<file path="src/rtl/cam_pkg.sv">
// cam_pkg: default sizes shared by the tag lookup block and its helpers.
// Assumes: callers override the defaults only through module parameters.
package cam_pkg;
    localparam int CAM_ENTRIES_DEF = 16;
    localparam int CAM_TAG_W_DEF   = 32;
    localparam int CAM_STATE_W_DEF = 4;

    // Width of an index that addresses n entries (at least one bit).
    function automatic int idx_width(input int n);
        return (n <= 1) ? 1 : $clog2(n);
    endfunction
endpackage

</file>
<file path="src/rtl/cam_first_set.sv">
// cam_first_set: returns the index of the lowest set bit of vec.
// Assumes: the caller decides separately whether any bit is set; an all-zero vec yields 0.
module cam_first_set #(
    parameter int N     = 16,
    parameter int IDX_W = 4
) (
    input  logic [N-1:0]     vec,
    output logic [IDX_W-1:0] idx
);
    // Scan from the top down so that the lowest set bit is the last assignment.
    always_comb begin
        idx = '0;
        for (int i = N - 1; i >= 0; i--) begin
            if (vec[i]) idx = IDX_W'(i);
        end
    end
endmodule

</file>
<file path="src/rtl/cam_tag_store.sv">
// cam_tag_store: holds the tag, state and valid bit of every entry and compares
// the key against all valid entries in parallel.
// Assumes: wr_idx is below ENTRIES; rd_idx selects the state to return.
module cam_tag_store #(
    parameter int ENTRIES = 16,
    parameter int TAG_W   = 32,
    parameter int STATE_W = 4,
    parameter int IDX_W   = 4
) (
    input  logic               clk,
    input  logic               rst_n,
    input  logic               wr_en,
    input  logic [IDX_W-1:0]   wr_idx,
    input  logic [TAG_W-1:0]   wr_tag,
    input  logic [STATE_W-1:0] wr_state,
    input  logic [TAG_W-1:0]   cmp_key,
    input  logic [IDX_W-1:0]   rd_idx,
    output logic [ENTRIES-1:0] match_vec,
    output logic [ENTRIES-1:0] valid_vec,
    output logic [STATE_W-1:0] rd_state
);
    logic [TAG_W-1:0]   tag_q   [ENTRIES];
    logic [STATE_W-1:0] state_q [ENTRIES];
    logic [ENTRIES-1:0] valid_q;

    // Clear every entry on reset; load the addressed entry on a write.
    always_ff @(posedge clk) begin
        for (int i = 0; i < ENTRIES; i++) begin
            if (!rst_n) begin
                valid_q[i] <= 1'b0;
                tag_q[i]   <= '0;
                state_q[i] <= '0;
            end else if (wr_en && (wr_idx == IDX_W'(i))) begin
                valid_q[i] <= 1'b1;
                tag_q[i]   <= wr_tag;
                state_q[i] <= wr_state;
            end
        end
    end

    // One comparator per entry, gated by that entry's valid bit.
    for (genvar g = 0; g < ENTRIES; g++) begin : g_cmp
        assign match_vec[g] = valid_q[g] && (tag_q[g] == cmp_key);
    end

    assign valid_vec = valid_q;
    assign rd_state  = state_q[rd_idx];
endmodule

</file>
<file path="src/rtl/cam_lru_order.sv">
// cam_lru_order: keeps a recency rank per entry (0 = newest, ENTRIES-1 = oldest).
// Assumes: the ranks always form a permutation; a touch moves one entry to rank 0
// and ages every entry that was newer than it by one.
module cam_lru_order #(
    parameter int ENTRIES = 16,
    parameter int IDX_W   = 4
) (
    input  logic               clk,
    input  logic               rst_n,
    input  logic               touch_en,
    input  logic [IDX_W-1:0]   touch_idx,
    output logic [ENTRIES-1:0] newest_vec,
    output logic [ENTRIES-1:0] oldest_vec
);
    localparam logic [IDX_W-1:0] OLDEST_RANK = IDX_W'(ENTRIES - 1);

    logic [IDX_W-1:0] rank_q [ENTRIES];
    logic [IDX_W-1:0] touch_rank;

    assign touch_rank = rank_q[touch_idx];

    // Seed the ranks with the index order; on a touch, promote one entry and age the newer ones.
    always_ff @(posedge clk) begin
        for (int i = 0; i < ENTRIES; i++) begin
            if (!rst_n) begin
                rank_q[i] <= IDX_W'(i);
            end else if (touch_en) begin
                if (touch_idx == IDX_W'(i))
                    rank_q[i] <= '0;
                else if (rank_q[i] < touch_rank)
                    rank_q[i] <= rank_q[i] + 1'b1;
            end
        end
    end

    // Decode each rank into a newest flag and an oldest flag.
    for (genvar g = 0; g < ENTRIES; g++) begin : g_rank
        assign newest_vec[g] = (rank_q[g] == '0);
        assign oldest_vec[g] = (rank_q[g] == OLDEST_RANK);
    end
endmodule

</file>
<file path="src/rtl/lru_cam.sv">
// lru_cam: associative tag lookup with a one-cycle registered reply. A hit returns the
// matching entry and its state. A miss returns the lowest empty entry, or the least
// recently used entry once the store is full.
// Assumes: a write has priority over a lookup in the same cycle, and that lookup is dropped.
module lru_cam #(
    parameter int ENTRIES = cam_pkg::CAM_ENTRIES_DEF,
    parameter int TAG_W   = cam_pkg::CAM_TAG_W_DEF,
    parameter int STATE_W = cam_pkg::CAM_STATE_W_DEF,
    localparam int IDX_W  = cam_pkg::idx_width(ENTRIES)
) (
    input  logic               clk,
    input  logic               rst_n,
    input  logic               lkp_req,
    input  logic [TAG_W-1:0]   lkp_key,
    input  logic               wr_en,
    input  logic [IDX_W-1:0]   wr_idx,
    input  logic [TAG_W-1:0]   wr_tag,
    input  logic [STATE_W-1:0] wr_state,
    output logic               rsp_valid,
    output logic               rsp_hit,
    output logic [IDX_W-1:0]   rsp_idx,
    output logic [STATE_W-1:0] rsp_state
);
    logic               lkp_go;
    logic [ENTRIES-1:0] match_vec;
    logic [ENTRIES-1:0] valid_vec;
    logic [ENTRIES-1:0] newest_vec;
    logic [ENTRIES-1:0] oldest_vec;
    logic               hit_any;
    logic               free_any;
    logic [IDX_W-1:0]   hit_idx;
    logic [IDX_W-1:0]   free_idx;
    logic [IDX_W-1:0]   old_idx;
    logic [IDX_W-1:0]   pick_idx;
    logic [STATE_W-1:0] hit_state;
    logic               touch_en;
    logic [IDX_W-1:0]   touch_idx;

    assign lkp_go = lkp_req && !wr_en;

    cam_tag_store #(
        .ENTRIES (ENTRIES),
        .TAG_W   (TAG_W),
        .STATE_W (STATE_W),
        .IDX_W   (IDX_W)
    ) u_store (
        .clk       (clk),
        .rst_n     (rst_n),
        .wr_en     (wr_en),
        .wr_idx    (wr_idx),
        .wr_tag    (wr_tag),
        .wr_state  (wr_state),
        .cmp_key   (lkp_key),
        .rd_idx    (hit_idx),
        .match_vec (match_vec),
        .valid_vec (valid_vec),
        .rd_state  (hit_state)
    );

    cam_first_set #(.N(ENTRIES), .IDX_W(IDX_W)) u_hit_enc  (.vec(match_vec),  .idx(hit_idx));
    cam_first_set #(.N(ENTRIES), .IDX_W(IDX_W)) u_free_enc (.vec(~valid_vec), .idx(free_idx));
    cam_first_set #(.N(ENTRIES), .IDX_W(IDX_W)) u_old_enc  (.vec(oldest_vec), .idx(old_idx));

    assign hit_any  = |match_vec;
    assign free_any = ~&valid_vec;

    // Choose the reported index: the match, else an empty slot, else the oldest entry.
    always_comb begin
        if (hit_any)       pick_idx = hit_idx;
        else if (free_any) pick_idx = free_idx;
        else               pick_idx = old_idx;
    end

    // A write or a lookup hit refreshes the recency of one entry.
    assign touch_en  = wr_en || (lkp_go && hit_any);
    assign touch_idx = wr_en ? wr_idx : hit_idx;

    cam_lru_order #(.ENTRIES(ENTRIES), .IDX_W(IDX_W)) u_order (
        .clk        (clk),
        .rst_n      (rst_n),
        .touch_en   (touch_en),
        .touch_idx  (touch_idx),
        .newest_vec (newest_vec),
        .oldest_vec (oldest_vec)
    );

    // Register the reply one cycle after an accepted lookup.
    always_ff @(posedge clk) begin
        if (!rst_n) begin
            rsp_valid <= 1'b0;
            rsp_hit   <= 1'b0;
            rsp_idx   <= '0;
            rsp_state <= '0;
        end else begin
            rsp_valid <= lkp_go;
            if (lkp_go) begin
                rsp_hit   <= hit_any;
                rsp_idx   <= pick_idx;
                rsp_state <= hit_any ? hit_state : '0;
            end
        end
    end
endmodule

</file>
<file path="config.mk">
export PLATFORM = sky130hd
export DESIGN_NAME = lru_cam
export DESIGN_NICKNAME = d
export VERILOG_FILES = /design/src/rtl/cam_pkg.sv /design/src/rtl/cam_first_set.sv /design/src/rtl/cam_tag_store.sv /design/src/rtl/cam_lru_order.sv /design/src/rtl/lru_cam.sv
export SDC_FILE = /design/constraint.sdc
export NUM_CORES = 1
export LEC_CHECK = 0
export BUFFER_PORTS_ARGS = -buffer_cell sky130_fd_sc_hd__buf_2
export CAP_MARGIN = 30
export CORE_MARGIN = 2
export CORE_UTILIZATION = 30
export DETAILED_ROUTE_END_ITERATION = 6
export PLACE_DENSITY = 0.56
export SLEW_MARGIN = 20
export SYNTH_ARGS = -nofsm -noshare
export SYNTH_HDL_FRONTEND = slang
export SYNTH_HIERARCHICAL = 1
export SYNTH_SLANG_ARGS = --single-unit
export TNS_END_PERCENT = 1
</file>
<file path="constraint.sdc">
create_clock -name clk -period 19.43 [get_ports clk]
set_clock_uncertainty 0.15 [all_clocks]
set_input_delay 2.9145 -clock clk [delete_from_list [all_inputs] [get_ports clk]]
set_output_delay 2.9145 -clock clk [all_outputs]
set_load 0.01 [all_outputs]
</file>
=== Word-level counts from Yosys, hierarchy flattened ===
Memory sizes are Yosys's and may differ from the RTL's.
Index checks and enable logic that the tools add are counted.

* Memories: 3
* Bits in writable memories: 640
* Logic and storage cells: 531
* Input bits: 76
* Output and inout bits: 10
* Flip-flop bits (word level): 26

* Bitwise gates (word level): 65
* Equality and inequality tests: 62
* $lt $le $gt $ge: 16
* Add/sub/neg operators: 16
* Muxes and demuxes: 309
* Reductions and logical operators: 40

{| class="wikitable"
|+ Memories
! name !! depth !! width !! read ports !! clocked after Yosys merged registers in !! write ports !! RTL line !! RTL
|-
| u_store.tag_q || 16 || 32 || 16 || 0 || 16 || cam_tag_store.sv:22 || <nowiki>logic [TAG_W-1:0] tag_q [ENTRIES];</nowiki>
|-
| u_order.rank_q || 16 || 4 || 17 || 0 || 16 || cam_lru_order.sv:17 || <nowiki>logic [IDX_W-1:0] rank_q [ENTRIES];</nowiki>
|-
| u_store.state_q || 16 || 4 || 1 || 0 || 16 || cam_tag_store.sv:23 || <nowiki>logic [STATE_W-1:0] state_q [ENTRIES];</nowiki>
|}

{| class="wikitable"
|+ Operators with widths
! cell !! count
|-
| equality test 32 bit || 16
|-
| 2-to-1 mux 32 bit || 16
|-
| 2-to-1 mux 4 bit || 100
|-
| 2-to-1 mux 1 bit || 193
|-
| equality test 4 bit, second input constant || 32
|-
| adder 4 x 1 -> 4 bit, second input constant || 16
|-
| < comparator 4 bit || 16
|-
| bitwise OR 1 bit || 64
|-
| logical AND 1 bit || 34
|-
| equality test 4 x 3 -> 1 bit, second input constant || 8
|-
| equality test 4 x 2 -> 1 bit, second input constant || 4
|-
| NOT 16 bit || 1
|-
| AND reduction 16 bit || 1
|-
| OR reduction 16 bit || 1
|-
| equality test 4 x 1 -> 1 bit, second input constant || 2
|-
| logical NOT 4 bit || 2
|-
| logical NOT 1 bit || 1
|-
| logical OR 1 bit || 1
|}

=== Longest topological paths before layout ===
Gate-level depths: netlist of run 1.
An unclocked memory read counts as a cell.

* Word-level depth: 27
* Depth in mapped cells: 23
* Gate-level depth less buffers: 18

=== Hierarchy ===
The synthesis of run 1 kept the hierarchy.

{| class="wikitable"
|+ Modules (own cells, without submodules)
! module !! cells an instance !! area an instance (um2) !! times used
|-
| cam_tag_store || 2,129 || 28,858.9 || 1
|-
| cam_lru_order || 562 || 5,691.7 || 1
|-
| lru_cam || 81 || 658.1 || 1
|-
| cam_first_set || 31 || 178.9 || 3
|}

=== Worst setup path after synthesis of run 1 ===
No wires, ideal clock.

* Kind: input to register
* Start: input lkp_key[18]
* End: memory u_order.rank_q[15][0], enable pin
* Setup time: 0.306 ns
* Path slack: 10.966 ns
* Required time: 18.974 ns
* Cell stages on the path: 18
* Arrival: 8.008 ns
* Path buffers: 4
* Cells stage by stage: buf_2 buf_6 xor2_1 nor4_1 nand3_1 nor3_1 a21oi_1 o311a_1 o22ai_1 mux2_2 buf_4 buf_2 mux4_2 mux4_2 inv_1 ha_1 a2111oi_0 a21o_1

{| class="wikitable"
|+ RTL lines
! item !! RTL line !! RTL
|-
| start: declaration || lru_cam.sv:14 || <nowiki>input logic [TAG_W-1:0] lkp_key,</nowiki>
|-
| end: declaration || cam_lru_order.sv:17 ||
|}

==> results of run 1 <==
flip-flops by register name (all words and copies together) (netlist names):
register / count
u_store/tag_q: 512
u_store/state_q: 64
u_order/rank_q: 64
u_store/valid_vec: 16
rsp_hit: 1
rsp_valid: 1
rsp_idx: 4
rsp_state: 4
power by group:
part,switching (mW),internal (mW)
combinational,0.290,0.142
sequential,0.0536,1.67
clock,0.623,0.848
total,0.966,2.66
metrics by stage:
step	power, mW	worst slack [ps]
6_report	3.62	9190
5_1_grt	3.75	8900
4_1_cts	3.65	9350
3_5_place_dp	2.18	8650
3_3_place_gp	2.17	8240
2_1_floorplan	2.02	10970
final timing paths:
check,endpoint,slack (ps)
min reg2reg,rsp_state[3]$_SDFFE_PN0N_,320
min,rsp_state[3]$_SDFFE_PN0N_,320
max,u_order/rank_q[9][0]$_DFFE_PP_,9190
max reg2reg,u_order/rank_q[9][0]$_DFFE_PP_,11740
per-layer routing:
layer	GRT usage [%]	wire [um]
met5	0	67
met2	30.7	54600
met3	2.57	7620
met4	7.57	4430
met1	24.7	47900
final cells by class:
type	count	area, um2
inverter	76	285
multi-input combinational	1924	14700
clock inverter	43	561
fill	11600	78000
sequential	666	19700
timing repair buffer	125	758
tap	1536	1920
clock buffer	92	1960
antenna	8	20.0
worst max-delay path, delay by kind of cell:
kind	cells	cell delay [ps]
simple gates	5	2080
mux	3	1650
buf+inv	3	1540
compound gates	5	1540
fa+ha+maj	1	370
xor+xnor	1	160
==> impl_metrics.tcl, run 1 <==
set metrics [dict create \
    status "finished, final reports clean" \
    drive_gt1_share_pct 10.9 \
    max_freq_mhz 97.6 \
    crit_required_ps 19540 \
    areaGrowthSynthToFinish_pct 12.0 \
    yosysWarnings 6 \
    period_minus_slack_ps 10240 \
    placed_cell_area_um2 37400 \
    antenna_found_initial 26 \
    clk_pin_slew_ps 60 \
    slew_headroom_pct 32.5 \
    vias 22500 \
    min_path_cells 2 \
    mostFrequentLayoutCells "640 x edfxtp_1, 581 x and2_1, 485 x xor2_1" \
    mappedNetlistNets 3005 \
    critPathLaunch "lkp_key[3]" \
    final_hold_viol_count 0 \
    p_leak_nw 14.5 \
    drtAntennaViolNets 0 \
    portBuffers 85 \
    cts_buffer_depth 3 \
    start_util_pct 30.2 \
    drc 0 \
    coreArea_um2 118000 \
    critPathMaxStageDelay_ps 720 \
    setup.worst_path.start_class "primary input" \
    detailedPlacementHpwl_mm 72.4 \
    maxSlewViolCount 0 \
    criticalPathCategory "primary input to flip-flop" \
    power.density_nw_per_um2 90.8 \
    fp.dieW_um 349 \
    ctsResizeCount 0 \
    dr.pass1.iters 6 \
    hold_path_startpoint "rsp_state[3]$_SDFFE_PN0N_" \
    post_cts_buffers 0 \
    die-area_um2 122000 \
    pin_count 86 \
    crit_fanout 24 \
    wl_mm 115 \
    cts_tree "yes" \
    grt_pass1_wl_mm 162 \
    hold_ws_ps 321 \
    syn_area_um2 35600 \
    layout_commonest_cell "edfxtp_1" \
    syn_inst 2849 \
    reg2reg_depth 17 \
    setup_viol 0 \
    cpMaxStageDelayCell "nor3_1" \
    final_nets 3023 \
    numClockSinks 666 \
    viasPerCell 5.03 \
    period_share_pct 52.7 \
    postCtsHoldBufs 0 \
    drt_iter0_markers 2410 \
    die_h_um 349 \
    setup_tns_ps 0 \
    fp-row-count 126 \
    grt_pass1_vias 22000 \
    rsz0062_at_grt "no" \
    drv_cap 0 \
    post-place-cells 4327 \
    r2r-start "u_store/tag_q[0][88]$_SDFFCE_PN0P_" \
    syn_avg_cell_area_um2 12.5 \
    end_kind "flip-flop" \
    worst_pin_slew_ps 1010 \
    root_buffer "clkbuf_16" \
    wl_per_cell_um 25.6 \
    final_cells 4470 \
    gr-total-overflow 0 \
    cp_cell_sequence "buf_2, xor2_1, nor4_2, nand4_1, nor3_1, nor2_1, o21ai_0, nand2_1, a31oi_2, buf_4, mux2_2, mux4_2, mux4_2, inv_1, ha_1, a2111oi_0, o21ai_0, o311ai_0" \
    worstPathArrival_ps 10360 \
    grt_max_degree 38 \
    ir_drop_uv 65.4 \
    fin_util_pct 33.8 \
    hp-class "flip-flop to flip-flop" \
    design_area_um2 39900 \
    cts_max_level 3 \
    gp_congestion 0.887 \
    grt_usage_pct 18.6 \
    clk_latency_ps 670 \
    cts_inserted_buffers 74 \
]
Power figures use the tool's default switching activity.
==> run 2, diff against run 1 <==
==> constraint.sdc (replaced) <==
create_clock -name clk -period 10.4 [get_ports clk]
set_clock_uncertainty 0.15 [all_clocks]
set_input_delay 1.56 -clock clk [delete_from_list [all_inputs] [get_ports clk]]
set_output_delay 1.56 -clock clk [all_outputs]
set_load 0.01 [all_outputs]
==> run 2 against run 1 <==
- critical endpoint is now u_order/rank_q[9][2]$_SDFFCE_PN0P_
- total power grew 82%
- via count up 0.97%
- die area unchanged
- cell count up 0.56%
- clock-buffer cell count rose by 8
- sequential cell count unchanged
- hold slack gained 5.2 ps
- critical path depth increased by 1
==> impl_metrics.tcl, run 2 (synthesis results as in run 1) <==
set metrics [dict create \
    place_ws_ps 1080 \
    slew_headroom_pct 30.4 \
    internal_power_mw 4.82 \
    cts_inserted_buffers 73 \
    cts_max_level 3 \
    rsz0062_at_grt "no" \
    crit_fanout 24 \
    hp-class "flip-flop to flip-flop" \
    worstPathArrival_ps 8760 \
    worst_slack_ps 1750 \
    layout_commonest_cell "edfxtp_1" \
    pin_count 86 \
    hold_ws_ps 327 \
    criticalPathCategory "primary input to flip-flop" \
    switchingPower_mw 1.76 \
    gp_congestion 0.853 \
    portBuffers 85 \
    worst_pin_slew_ps 1030 \
    vias 22700 \
    numClockSinks 666 \
    clk_pin_slew_ps 50 \
    drive_gt1_share_pct 11.1 \
    drc 0 \
    regMostFlops "u_store/tag_q" \
    dr.pass1.iters 5 \
    ir_drop_uv 96.7 \
    power.density_nw_per_um2 165 \
    critPathLaunch "lkp_key[10]" \
    period_minus_slack_ps 8650 \
    start_util_pct 30.2 \
    root_buffer "clkbuf_16" \
    grt_pass1_wl_mm 165 \
    max_freq_mhz 116 \
    clk_latency_ps 650 \
    post_cts_buffers 0 \
    setup.worst_path.start_class "primary input" \
    final_cells 4495 \
    setup_viol 0 \
    gr-total-overflow 0 \
    endpoint "u_order/rank_q[9][2]$_SDFFCE_PN0P_" \
    die_h_um 349 \
    switching_share_pct 26.8 \
    cts_tree "yes" \
    drv_cap 0 \
    crit_required_ps 10520 \
    drtAntennaViolNets 0 \
    maxSlewViolCount 0 \
    fp.dieW_um 349 \
    coreArea_um2 118000 \
    grt_pass1_vias 22100 \
    setup_tns_ps 0 \
    cts_buffer_depth 3 \
    final_nets 3048 \
    mostFrequentLayoutCells "640 x edfxtp_1, 581 x and2_1, 485 x xor2_1" \
    die-area_um2 122000 \
    postCtsHoldBufs 0 \
    areaGrowthSynthToFinish_pct 12.2 \
    drt_iter0_markers 2149 \
    largest_register_ffs 512 \
    p_comb_share_pct 12.4 \
    final_hold_viol_count 0 \
    end_kind "flip-flop" \
    ctsResizeCount 0 \
    largestRegisters "u_store/tag_q x512, u_order/rank_q x64, u_store/state_q x64" \
    p_clk_share_pct 38.8 \
    grt_max_degree 38 \
    p_leak_nw 14.5 \
    grt_usage_pct 18.9 \
    status "finished, final reports clean" \
    seq_power_share_pct 48.8 \
    detailedPlacementHpwl_mm 75.3 \
    reg2reg_to "u_order/rank_q[9][2]$_SDFFCE_PN0P_" \
    r2r-start "u_store/tag_q[1][251]$_SDFFCE_PN0P_" \
    wl_mm 116 \
    period_share_pct 83.1 \
    viasPerCell 5.05 \
    antenna_found_initial 30 \
    fp-row-count 126 \
    post-place-cells 4351 \
    regToRegSetupSlack_ps 2940 \
    wl_per_cell_um 25.9 \
    reg2reg_depth 17 \
]
[run 2: changes by cell type in the layout (fill, tap and decap cells not counted), moves of 2 or more]
cell | previous run | this run
clkbuf_8 | 4 | 1
clkbuf_1 | 14 | 25
inv_6 | 3 | 1
clkinv_1 | 10 | 15
bufinv_16 | 9 | 4
buf_16 | 1 | 5
clkinv_2 | 12 | 6
buf_4 | 38 | 61
[run 2: metal layers]
metal | wire (um) | global-route usage, % | vias up
met2 | 55700 | 31.7 | 859
met3 | 7590 | 2.41 | 184
met5 | 62 | 0 | -
met1 | 49700 | 25.4 | 11500
met4 | 3210 | 5.52 | 10
li1 | - | - | 10100
[run 2: worst max-delay path: stages]
cell and delay, ps:
buf_2 520, buf_4 300, xor2_1 80, nor4_1 630, nand4_1 170, nor3_1 690
nor2_1 140, nor3_1 180, o31ai_1 100, a31oi_2 270, buf_4 340, mux2_2 640
mux4_2 590, mux4_2 460, inv_1 440, ha_1 360, a2111oi_0 590, o21ai_0 340
o311ai_0 350
[run 2: power by group through the flow]
stage / sequential, mW / combinational [mW] / clock (mW)
3_5_place_dp: 3.27 / 0.806 / 0
5_1_grt: 3.23 / 0.877 / 2.70
4_1_cts: 3.21 / 0.810 / 2.60
2_1_floorplan: 3.25 / 0.526 / 0
6_report: 3.21 / 0.815 / 2.56
3_3_place_gp: 3.27 / 0.800 / 0
[run 2: cell type report]
type                            instances  area (um2)
Fill cell                           11600       78000
Sequential cell                       666       19700
Multi-Input combinational cell       1924       14600
Clock buffer                          100        1960
Tap cell                             1536        1920
Timing Repair Buffer                  151        1040
Clock inverter                         33         347
Inverter                               76         285
Antenna cell                            9        22.5
[run 2: metrics by stage]
step / cell area (um2) / power [mW] / utilization (%)
2_1_floorplan: 35600 / 3.78 / -
3_3_place_gp: 37500 / 4.07 / 31.8
3_5_place_dp: 37600 / 4.08 / 31.9
4_1_cts: 39900 / 6.62 / 33.8
5_1_grt: 39900 / 6.81 / 33.9
6_report: 40000 / 6.59 / 33.9
[run 2: worst min-delay path by stage]
stage	cells past startpoint	endpoint	slack (ps)	startpoint
6_report	2	rsp_state[2]$_SDFFE_PN0N_	330	rsp_state[2]$_SDFFE_PN0N_
5_1_grt	2	rsp_state[2]$_SDFFE_PN0N_	340	rsp_state[2]$_SDFFE_PN0N_
4_1_cts	2	rsp_state[2]$_SDFFE_PN0N_	330	rsp_state[2]$_SDFFE_PN0N_
3_5_place_dp	2	rsp_state[3]$_SDFFE_PN0N_	320	rsp_state[3]$_SDFFE_PN0N_
3_3_place_gp	2	rsp_state[2]$_SDFFE_PN0N_	310	rsp_state[2]$_SDFFE_PN0N_
2_1_floorplan	1	u_store/valid_vec[10]$_SDFFE_PN0P_	320	u_store/valid_vec[10]$_SDFFE_PN0P_
==> run 3, diff against run 2 <==
--- a/config.mk
+++ b/config.mk
@@ -10,7 +10,7 @@
 export CORE_MARGIN = 2
 export CORE_UTILIZATION = 30
 export DETAILED_ROUTE_END_ITERATION = 6
-export PLACE_DENSITY = 0.56
+export PLACE_DENSITY = 0.58
 export SLEW_MARGIN = 20
 export SYNTH_ARGS = -nofsm -noshare
 export SYNTH_HDL_FRONTEND = slang
==> constraint.sdc (replaced) <==
create_clock -name clk -period 6.9 [get_ports clk]
set_clock_uncertainty 0.15 [all_clocks]
set_input_delay 1.035 -clock clk [delete_from_list [all_inputs] [get_ports clk]]
set_output_delay 1.035 -clock clk [all_outputs]
set_load 0.01 [all_outputs]
==> run 3 against run 2 <==
- cell count up 2.9%
- total power grew 54%
- routed wire length grew 0.14%
- final area up 3.0%
- highest routed layer unchanged
- largest power group unchanged
- combinational power rose by 67%
- register-to-register slack got worse by 1900 ps
- clock-buffer cell count decreased by 3
- first-iteration DRC count grew 3.1%
- sequential share of layout area decreased by 1.4 points
- die area unchanged
- critical endpoint is now u_order/rank_q[9][1]$_SDFFCE_PN0P_
- non-clock buffer count grew 132
==> impl_metrics.tcl, run 3 (synthesis results as in run 1) <==
set metrics [dict create \
    areaGrowthSynthToFinish_pct 15.5 \
    die_h_um 349 \
    period_minus_slack_ps 6370 \
    finalPower_mw 10.1 \
    largestRegisters "u_store/tag_q x512, u_order/rank_q x64, u_store/state_q x64" \
    power.density_nw_per_um2 246 \
    hp-class "flip-flop to flip-flop" \
    place_ws_ps -144 \
    setup_viol 0 \
    ctsResizeCount 0 \
    drt-met1-wl_mm 48.7 \
    antenna_found_initial 31 \
    wl_met3_mm 8.75 \
    final_cells 4626 \
    portBuffers 85 \
    largest_register_ffs 512 \
    clk_latency_ps 660 \
    cts_tree "yes" \
    dr.pass1.iters 7 \
    grt_pass1_wl_mm 166 \
    drtAntennaViolNets 0 \
    postCtsHoldBufs 0 \
    coreArea_um2 118000 \
    worst_slack_ps 531 \
    ir_drop_uv 147 \
    status "finished, final reports clean" \
    drt_iter0_markers 2216 \
    clk_pin_slew_ps 50 \
    cts_max_level 3 \
    detailedPlacementHpwl_mm 76.2 \
    wl_per_cell_um 25.2 \
    grt_usage_pct 18.9 \
    drive_gt1_share_pct 15.0 \
    numClockSinks 666 \
    post_cts_buffers 0 \
    crit_required_ps 6990 \
    end_kind "flip-flop" \
    final_nets 3180 \
    viasPerCell 5.04 \
    rsz0062_at_grt "no" \
    cts_buffer_depth 3 \
    pin_count 86 \
    maxSlewViolCount 0 \
    start_util_pct 30.2 \
    regMostFlops "u_store/tag_q" \
    wl_mm 116 \
    drv_cap 0 \
    fp-row-count 126 \
    die-area_um2 122000 \
    wl_met2_mm 55.5 \
    final_hold_viol_count 0 \
    root_buffer "clkbuf_16" \
    cts_inserted_buffers 73 \
    p_leak_nw 15.2 \
    fp.dieW_um 349 \
    nFillCells 11400 \
    criticalPathCategory "primary input to flip-flop" \
    top_layer "met5" \
    period_share_pct 92.3 \
    grt_max_degree 45 \
    drc 0 \
    post-place-cells 4482 \
    mostFrequentLayoutCells "640 x edfxtp_1, 581 x and2_1, 485 x xor2_1" \
    vias 23300 \
    worstPathArrival_ps 6460 \
    worst_pin_slew_ps 1000 \
    setup.worst_path.start_class "primary input" \
    gr-total-overflow 0 \
    grt_pass1_vias 22800 \
    fin_util_pct 34.9 \
    slew_headroom_pct 33.2 \
    layout_commonest_cell "edfxtp_1" \
    crit_fanout 13 \
    gp_congestion 0.894 \
    max_freq_mhz 157 \
]
run 3: cell types whose count changed in the layout (fill, tap and decap cells not counted), moves of 3 or more:
cell / delta
clkinv_2: +3
buf_12: +21
buf_4: +116
buf_16: -5
clkbuf_1: -3
run 3: worst max-delay path, cell delays in order:
cell,delay [ps]
buf_2,490
xor2_1,210
nor4_1,590
nand3_1,300
nor3_1,240
buf_4,170
nor2_1,60
nor3_1,160
o31ai_1,110
a31oi_2,330
mux2_2,320
mux4_2,510
mux4_2,450
inv_1,160
ha_1,270
a2111oi_0,520
o21ai_0,220
o311ai_0,310
run 3: layout make-up:
type	instances	area [um2]	share of cell area, %
clock buffer	97	1940	4.71
antenna	7	17.5	0.0426
clock inverter	37	408	0.991
multi-input combinational	1924	14600	35.6
sequential	666	19700	48.0
timing repair buffer	283	2190	5.32
inverter	76	285	0.693
tap	1536	1920	4.67
run 3: per-layer routing:
metal	track usage (%)	up-vias
li1	-	10400
met1	25.1	11800
met2	31.3	938
met3	3.25	185
met4	5.95	14
met5	0	-
run 3: worst paths after layout:
check	start	to	slack [ps]	cells past startpoint
setup / recovery	lkp_key[21]	u_order/rank_q[9][1]$_SDFFCE_PN0P_	530	18
hold / removal	rsp_state[3]$_SDFFE_PN0N_	rsp_state[3]$_SDFFE_PN0N_	320	2
setup reg to reg	u_store/tag_q[1][219]$_SDFFCE_PN0P_	u_order/rank_q[9][1]$_SDFFCE_PN0P_	1070	17
hold reg to reg	rsp_state[3]$_SDFFE_PN0N_	rsp_state[3]$_SDFFE_PN0N_	320	2
run 3: per-stage QoR:
| stage | hold WS [ps] | TNS (ps) | cell area (um2) |
|---|---|---|---|
| floorplan | 320 | 0 | 35600 |
| CTS | 324 | 0 | 41100 |
| global placement | 308 | -1450 | 38700 |
| detailed placement | 315 | -1660 | 38700 |
| global route | 358 | 0 | 41100 |
| finish | 317 | 0 | 41100 |
run 3: power breakdown:
part	internal, mW	switching (mW)	leakage, nW
clock	2.22	1.69	1.14
sequential	4.70	0.153	6.31
combinational	0.519	0.842	7.81
total	7.44	2.69	15.2
